===== src/rtl/bt656_pkg.sv =====
package bt656_pkg;

    localparam int BYTE_W = 8;

    // status byte codes (kept field / skipped field)
    localparam logic [BYTE_W-1:0] KEEP_SAV = 8'h80;
    localparam logic [BYTE_W-1:0] KEEP_EAV = 8'h9D;
    localparam logic [BYTE_W-1:0] SKIP_SAV = 8'hC7;
    localparam logic [BYTE_W-1:0] SKIP_EAV = 8'hDA;
    localparam logic [BYTE_W-1:0] MARK_HI  = 8'hFF;
    localparam logic [BYTE_W-1:0] MARK_LO  = 8'h00;

    typedef enum logic [1:0] {
        M_IDLE = 2'd0,
        M_FF   = 2'd1,
        M_FF00 = 2'd2,
        M_STAT = 2'd3
    } match_st_t;

    typedef enum logic [1:0] {
        G_CB = 2'd0,
        G_Y0 = 2'd1,
        G_CR = 2'd2,
        G_Y1 = 2'd3
    } grp_pos_t;

    typedef struct packed {
        logic [BYTE_W-1:0] cb;
        logic [BYTE_W-1:0] y;
        logic [BYTE_W-1:0] cr;
    } triple_t;

    function automatic logic is_reserved(input logic [BYTE_W-1:0] b);
        return (b == MARK_HI) || (b == MARK_LO);
    endfunction

endpackage


===== src/rtl/trs_matcher.sv =====
module trs_matcher
    import bt656_pkg::*;
(
    input  logic              clk,
    input  logic              rst,
    input  logic [BYTE_W-1:0] din,
    output logic              trs_hit,
    output logic              data_ok
);
    match_st_t st, st_nx;

    always_comb begin
        st_nx = M_IDLE;
        case (st)
            M_IDLE: st_nx = (din == MARK_HI) ? M_FF : M_IDLE;
            M_FF:   st_nx = (din == MARK_LO) ? M_FF00 :
                            (din == MARK_HI) ? M_FF : M_IDLE;
            M_FF00: st_nx = (din == MARK_LO) ? M_STAT :
                            (din == MARK_HI) ? M_FF : M_IDLE;
            M_STAT: st_nx = (din == MARK_HI) ? M_FF : M_IDLE;
            default: st_nx = M_IDLE;
        endcase
    end

    always_ff @(posedge clk) begin
        if (rst) st <= M_IDLE;
        else     st <= st_nx;
    end

    assign trs_hit = (st == M_STAT);

    // a byte is pixel data unless it is a status byte or part of a prefix
    always_comb begin
        case (st)
            M_IDLE:  data_ok = (din != MARK_HI);
            M_FF,
            M_FF00:  data_ok = !is_reserved(din);
            default: data_ok = 1'b0;
        endcase
    end
endmodule


===== src/rtl/field_tracker.sv =====
module field_tracker
    import bt656_pkg::*;
#(
    parameter int LINE_MAX = 253,
    parameter int LN_W     = $clog2(LINE_MAX + 1)
) (
    input  logic              clk,
    input  logic              rst,
    input  logic              trs_hit,
    input  logic [BYTE_W-1:0] status,
    output logic              restart,
    output logic              line_active,
    output logic              sof,
    output logic              eol,
    output logic [LN_W-1:0]   line_num
);
    localparam logic [LN_W-1:0] LN_TOP = LN_W'(LINE_MAX);

    logic in_keep;
    logic hit_ksav, hit_keav, hit_ssav;

    assign hit_ksav = trs_hit && (status == KEEP_SAV);
    assign hit_keav = trs_hit && (status == KEEP_EAV);
    assign hit_ssav = trs_hit && (status == SKIP_SAV);
    assign restart  = hit_ksav;

    always_ff @(posedge clk) begin
        if (rst) begin
            in_keep     <= 1'b0;
            line_active <= 1'b0;
            sof         <= 1'b0;
            eol         <= 1'b0;
            line_num    <= '0;
        end else begin
            sof <= 1'b0;
            eol <= 1'b0;
            if (hit_ksav) begin
                in_keep     <= 1'b1;
                line_active <= 1'b1;
                if (!in_keep) begin
                    sof      <= 1'b1;
                    line_num <= LN_W'(1);
                end else if (line_num < LN_TOP) begin
                    line_num <= line_num + 1'b1;
                end
            end else if (hit_keav) begin
                if (line_active) eol <= 1'b1;
                line_active <= 1'b0;
            end else if (hit_ssav) begin
                in_keep     <= 1'b0;
                line_active <= 1'b0;
            end
        end
    end
endmodule


===== src/rtl/triple_packer.sv =====
module triple_packer
    import bt656_pkg::*;
(
    input  logic              clk,
    input  logic              rst,
    input  logic              restart,
    input  logic              take,
    input  logic [BYTE_W-1:0] din,
    output triple_t           trip,
    output logic              valid
);
    grp_pos_t pos;
    logic [BYTE_W-1:0] hold_cb, hold_y;

    always_ff @(posedge clk) begin
        if (rst) begin
            pos     <= G_CB;
            hold_cb <= '0;
            hold_y  <= '0;
            trip    <= '0;
            valid   <= 1'b0;
        end else begin
            valid <= 1'b0;
            if (restart) begin
                pos <= G_CB;
            end else if (take) begin
                case (pos)
                    G_CB: hold_cb <= din;
                    G_Y0: hold_y  <= din;
                    G_CR: begin
                        trip  <= '{cb: hold_cb, y: hold_y, cr: din};
                        valid <= 1'b1;
                    end
                    default: ;
                endcase
                pos <= grp_pos_t'(pos + 2'd1);
            end
        end
    end
endmodule


===== src/rtl/bt656_field_grab.sv =====
module bt656_field_grab
    import bt656_pkg::*;
#(
    parameter int LINE_MAX = 253,
    localparam int LN_W    = $clog2(LINE_MAX + 1)
) (
    input  logic              clk,
    input  logic              rst,
    input  logic [7:0]        din,
    output logic [7:0]        cb_o,
    output logic [7:0]        y_o,
    output logic [7:0]        cr_o,
    output logic              pix_valid,
    output logic              line_active,
    output logic              sof,
    output logic              eol,
    output logic [LN_W-1:0]   line_num
);
    logic    trs_hit, data_ok, restart;
    triple_t trip;

    trs_matcher u_match (
        .clk     (clk),
        .rst     (rst),
        .din     (din),
        .trs_hit (trs_hit),
        .data_ok (data_ok)
    );

    field_tracker #(
        .LINE_MAX (LINE_MAX),
        .LN_W     (LN_W)
    ) u_track (
        .clk         (clk),
        .rst         (rst),
        .trs_hit     (trs_hit),
        .status      (din),
        .restart     (restart),
        .line_active (line_active),
        .sof         (sof),
        .eol         (eol),
        .line_num    (line_num)
    );

    triple_packer u_pack (
        .clk     (clk),
        .rst     (rst),
        .restart (restart),
        .take    (line_active && data_ok),
        .din     (din),
        .trip    (trip),
        .valid   (pix_valid)
    );

    assign cb_o = trip.cb;
    assign y_o  = trip.y;
    assign cr_o = trip.cr;
endmodule


===== config.mk =====
export PLATFORM = sky130hd
export DESIGN_NAME = bt656_field_grab
export DESIGN_NICKNAME = d
export VERILOG_FILES = /design/src/rtl/bt656_pkg.sv /design/src/rtl/trs_matcher.sv /design/src/rtl/field_tracker.sv /design/src/rtl/triple_packer.sv /design/src/rtl/bt656_field_grab.sv
export SDC_FILE = /design/constraint.sdc
export NUM_CORES = 1
export LEC_CHECK = 0
export BUFFER_PORTS_ARGS = -buffer_cell sky130_fd_sc_hd__buf_2
export CORE_MARGIN = 4
export CORE_UTILIZATION = 50
export CTS_CLUSTER_SIZE = 8
export DETAILED_ROUTE_END_ITERATION = 8
export GPL_TIMING_DRIVEN = 0
export PLACE_DENSITY_LB_ADDON = 0.08
export SLEW_MARGIN = 25
export SYNTH_ARGS = -nofsm -noshare
export SYNTH_HDL_FRONTEND = slang
export SYNTH_SLANG_ARGS = --single-unit

===== constraint.sdc =====
create_clock -name clk -period 2.6 [get_ports clk]
set_clock_uncertainty 0.15 [all_clocks]
set_input_delay 0.13 -clock clk [delete_from_list [all_inputs] [get_ports clk]]
set_output_delay 0.13 -clock clk [all_outputs]
set_load 0.02 [all_outputs]

==> out/qor.csv <==
stage,metric,value,unit
run_status,run_status,finished clean,
yosys,synth_area_leader_cell,dfxtp_1,
yosys,synthesis.area,2490,sq um
sta,worst_slew_pin_slew,446,ps
worst_setup_path,start_kind,flop,
detailed_routing,ant_nets,0,
sta,drv_slew,0,
detailed_routing,viasPerCell,5.15,
detailed_routing,drtPass1Iterations,4,
sta,setup_viol,0,
detailed_routing,wire_per_inst,14.1,um
floorplanning,std_cell_rows,25,
yosys,ys_warn_count,0,
worst_hold_path,min_path_type,primary input to flop,
yosys,yosysUniqueCellTypes,39,
layout,stdcell_count,390,
global_routing,antenna_found_initial,0,
global_routing,grt_max_degree,11,
global_routing,grt_usage,19.3,%
sta,fin_crit_sh,80.9,%
place,place_ws,416,ps
worst_setup_path,reg2reg_from,u_match.st[0]$_SDFF_PP0_,
sta,fmax,475,MHz
place,port-buffer-count,45,
sta,finalCriticalPeriod,2100,ps
detailed_routing,drc,0,
power_and_ir_drop,p_leak,1.27,nW
detailed_routing,routed_wl,5480,um
floorplanning,die-area,6180,sq um
place,gp_congestion,0.767,
worst_setup_path,crit_type,flop to flop,
cts,post-cts-setup-buffer-count,0,
sta,hold_viol,0,
worst_setup_path,cp_top_family,simple AND/OR/NAND/NOR gates,
worst_setup_path,end_kind,flop,
cts,root_buffer,clkbuf_8,
run,cap_viol_max_count,0,
worst_setup_path,cp.arrival,2170,ps
floorplanning,die_y,78.6,um
power_and_ir_drop,power,0.00186,W
sta,worst_slack,496,ps
cts,cts_tree,yes,
place,place_inst,373,
worst_setup_path,critPathMaxStageDelay,370,ps
cts,numCtsBuffers,9,
global_routing,grt_pass1_wl,9270,um
layout,multi_input_area,1190,sq um
worst_setup_path,startpoint,u_match.st[0]$_SDFF_PP0_,
detailed_routing,dr_total_vias,2009,
cts,clkSinkCount,57,
floorplanning,core,4790,sq um
cts,htreeDepth,3,
sta,max_slew_margin,70.3,%
yosys,synthTopCellsByArea,"dfxtp_1, mux2i_1, nand2_1, ha_1, a21oi_1",
worst_hold_path,min_from,din[7],
cts,clk_pin_slew_worst_paths,70,ps
floorplanning,initial_core_util,52.1,%
cts,cts_max_path_buffers,2,
yosys,syn_inst,261,
place,hpwl,3890,um
layout,num_antenna_cells,0,
floorplanning,pin_count,46,
global_routing,grt_overflow,0,
yosys,syn_nets,280,
global_routing,grt_pass1_vias,1988,
layout,seq_area,1140,sq um
detailed_routing,drtIter0Drc,50,
layout,drive_above_1_share,22.9,%
sta,hold_slack,15.3,ps
cts,cts_resized,0,
yosys,synth_top_cell_area_share,45.8,%
yosys,synth-seq-area-share,45.8,%
sta,fin_tns_setup,0,ps
layout,area_growth,21.7,%
power_and_ir_drop,vdd_ir_drop_max,0.483,mV
worst_setup_path,critPathSlowestCell,dfxtp_1,
worst_setup_path,cp_cell_sequence,inv_1 -> ha_1 -> or2_2 -> o211a_1 -> and3_1 -> buf_6 -> buf_12 -> mux2i_1,
yosys,synth_area_per_cell,9.55,sq um
layout,fill_cells,442,
power_and_ir_drop,powerDensity,612,nW/um^2
worst_setup_path,crit_fanout,10,
worst_setup_path,cp_num_buf_inv,3,
sta,rsz0062_at_grt,no,
yosys,synth-seq-cells,57,
floorplanning,die_w,78.6,um
cts,clk_latency,330,ps
worst_setup_path,crit_required,2660,ps
layout,final_nets,337,
## timing repair
item	CTS	global route
hold endpoints to repair	2	0
hold buffers	1	0
endpoints found under the setup margin	0	0
## state kept, by name, indices dropped and copies added (netlist names)
| name | cells |
|---|---|
| u_track.sof | 1 |
| u_pack.hold_y | 8 |
| u_track.eol | 1 |
| u_pack.valid | 1 |
| u_track.in_keep | 1 |
| u_pack.trip | 24 |
| u_track.line_num | 8 |
| u_pack.pos | 2 |
| u_match.st | 2 |
| u_pack.hold_cb | 8 |
| u_track.line_active | 1 |
## stage by stage
stage | util, % | cell area, sq um
final | 63.4 | 3040
after global routing | 63.4 | 3040
after CTS | 63.4 | 3040
after detailed placement | 58.6 | 2800
after global placement | 58.6 | 2800
after floorplan | - | 2490
## cells in the final DEF (no fill, tap or decap), types with 7 or more instances in the layout
cell type / synthesis / final
buf_2: 3 / 48
o21ai_0: 7 / 7
nand2_1: 54 / 54
clkbuf_8: 3 / 14
clkbuf_1: 6 / 9
ha_1: 9 / 9
nor3_1: 8 / 8
mux2i_1: 40 / 40
dfxtp_1: 57 / 57
a21oi_1: 12 / 12
inv_1: 10 / 10
## report_power, final
group / switching (W) / leakage, nW / internal (W)
Combinational: 0.0000370 / 0.703 / 0.0000177
Sequential: 0.0000000277 / 0.459 / 0.000873
Clock: 0.000336 / 0.111 / 0.000594
## logic make-up after synthesis
group | synth area share (%)
simple gates | 19.6
flops | 45.8
mux | 16.1
compound gates | 7.68
buf+inv | 6.42
fa+ha+maj | 4.52
## worst reg2reg max path, stage by stage, from the launching register on
cell and delay (ps):
dfxtp_1 370, inv_1 80, ha_1 300, or2_2 290, o211a_1 170, and3_1 210
buf_6 150, buf_12 150, mux2i_1 120
## metal layers
metal  vias to the layer above  global-route usage [%]  share of wire, %
met3                         9                    3.78               4.1
met2                        42                    32.2                48
met4                         0                    9.79               2.0
met1                       932                    23.5                46
met5                         -                       0                 0
li1                       1026                       -                 -
## final timing paths
| check | endpoint | slack (ps) | cells after the start |
|---|---|---|---|
| setup / recovery | u_pack.trip[10]$_SDFFE_PP0P_ | 500 | 8 |
| setup reg to reg | u_pack.trip[10]$_SDFFE_PP0P_ | 500 | 8 |
| hold / removal | u_pack.trip[7]$_SDFFE_PP0P_ | 20 | 3 |
| hold reg to reg | u_pack.trip[18]$_SDFFE_PP0P_ | 300 | 2 |
## layout make-up
| type | count | share of cell area (%) |
|---|---|---|
| Multi-Input combinational cell | 178 | 39.3 |
| Sequential cell | 57 | 37.6 |
| Timing Repair Buffer | 46 | 7.75 |
| Clock buffer | 14 | 5.36 |
| Buffer | 15 | 3.92 |
| Tap cell | 67 | 2.76 |
| Clock inverter | 2 | 1.98 |
| Inverter | 11 | 1.36 |
## Yosys cell counts, drive strengths merged
master / count
o211ai: 3
and2: 1
and4: 1
nand2: 54
nor3: 8
buf: 5
clkbuf: 9
nor4bb: 1
a21oi: 12
mux2i: 40
inv: 10
dlygate4sd1: 1
and3: 4
a211oi: 1
o21ai: 7
nor4: 2
o31ai: 1
ha: 9
nor2: 5
dfxtp: 57
or2: 1
a31oi: 2
nand3b: 2
or3: 1
nand4: 5
nand3: 5
o311ai: 1
or4: 5
and3b: 2
clkinv: 1
a41oi: 2
o211a: 2
and2b: 1
Power figures use the tool's default switching activity.
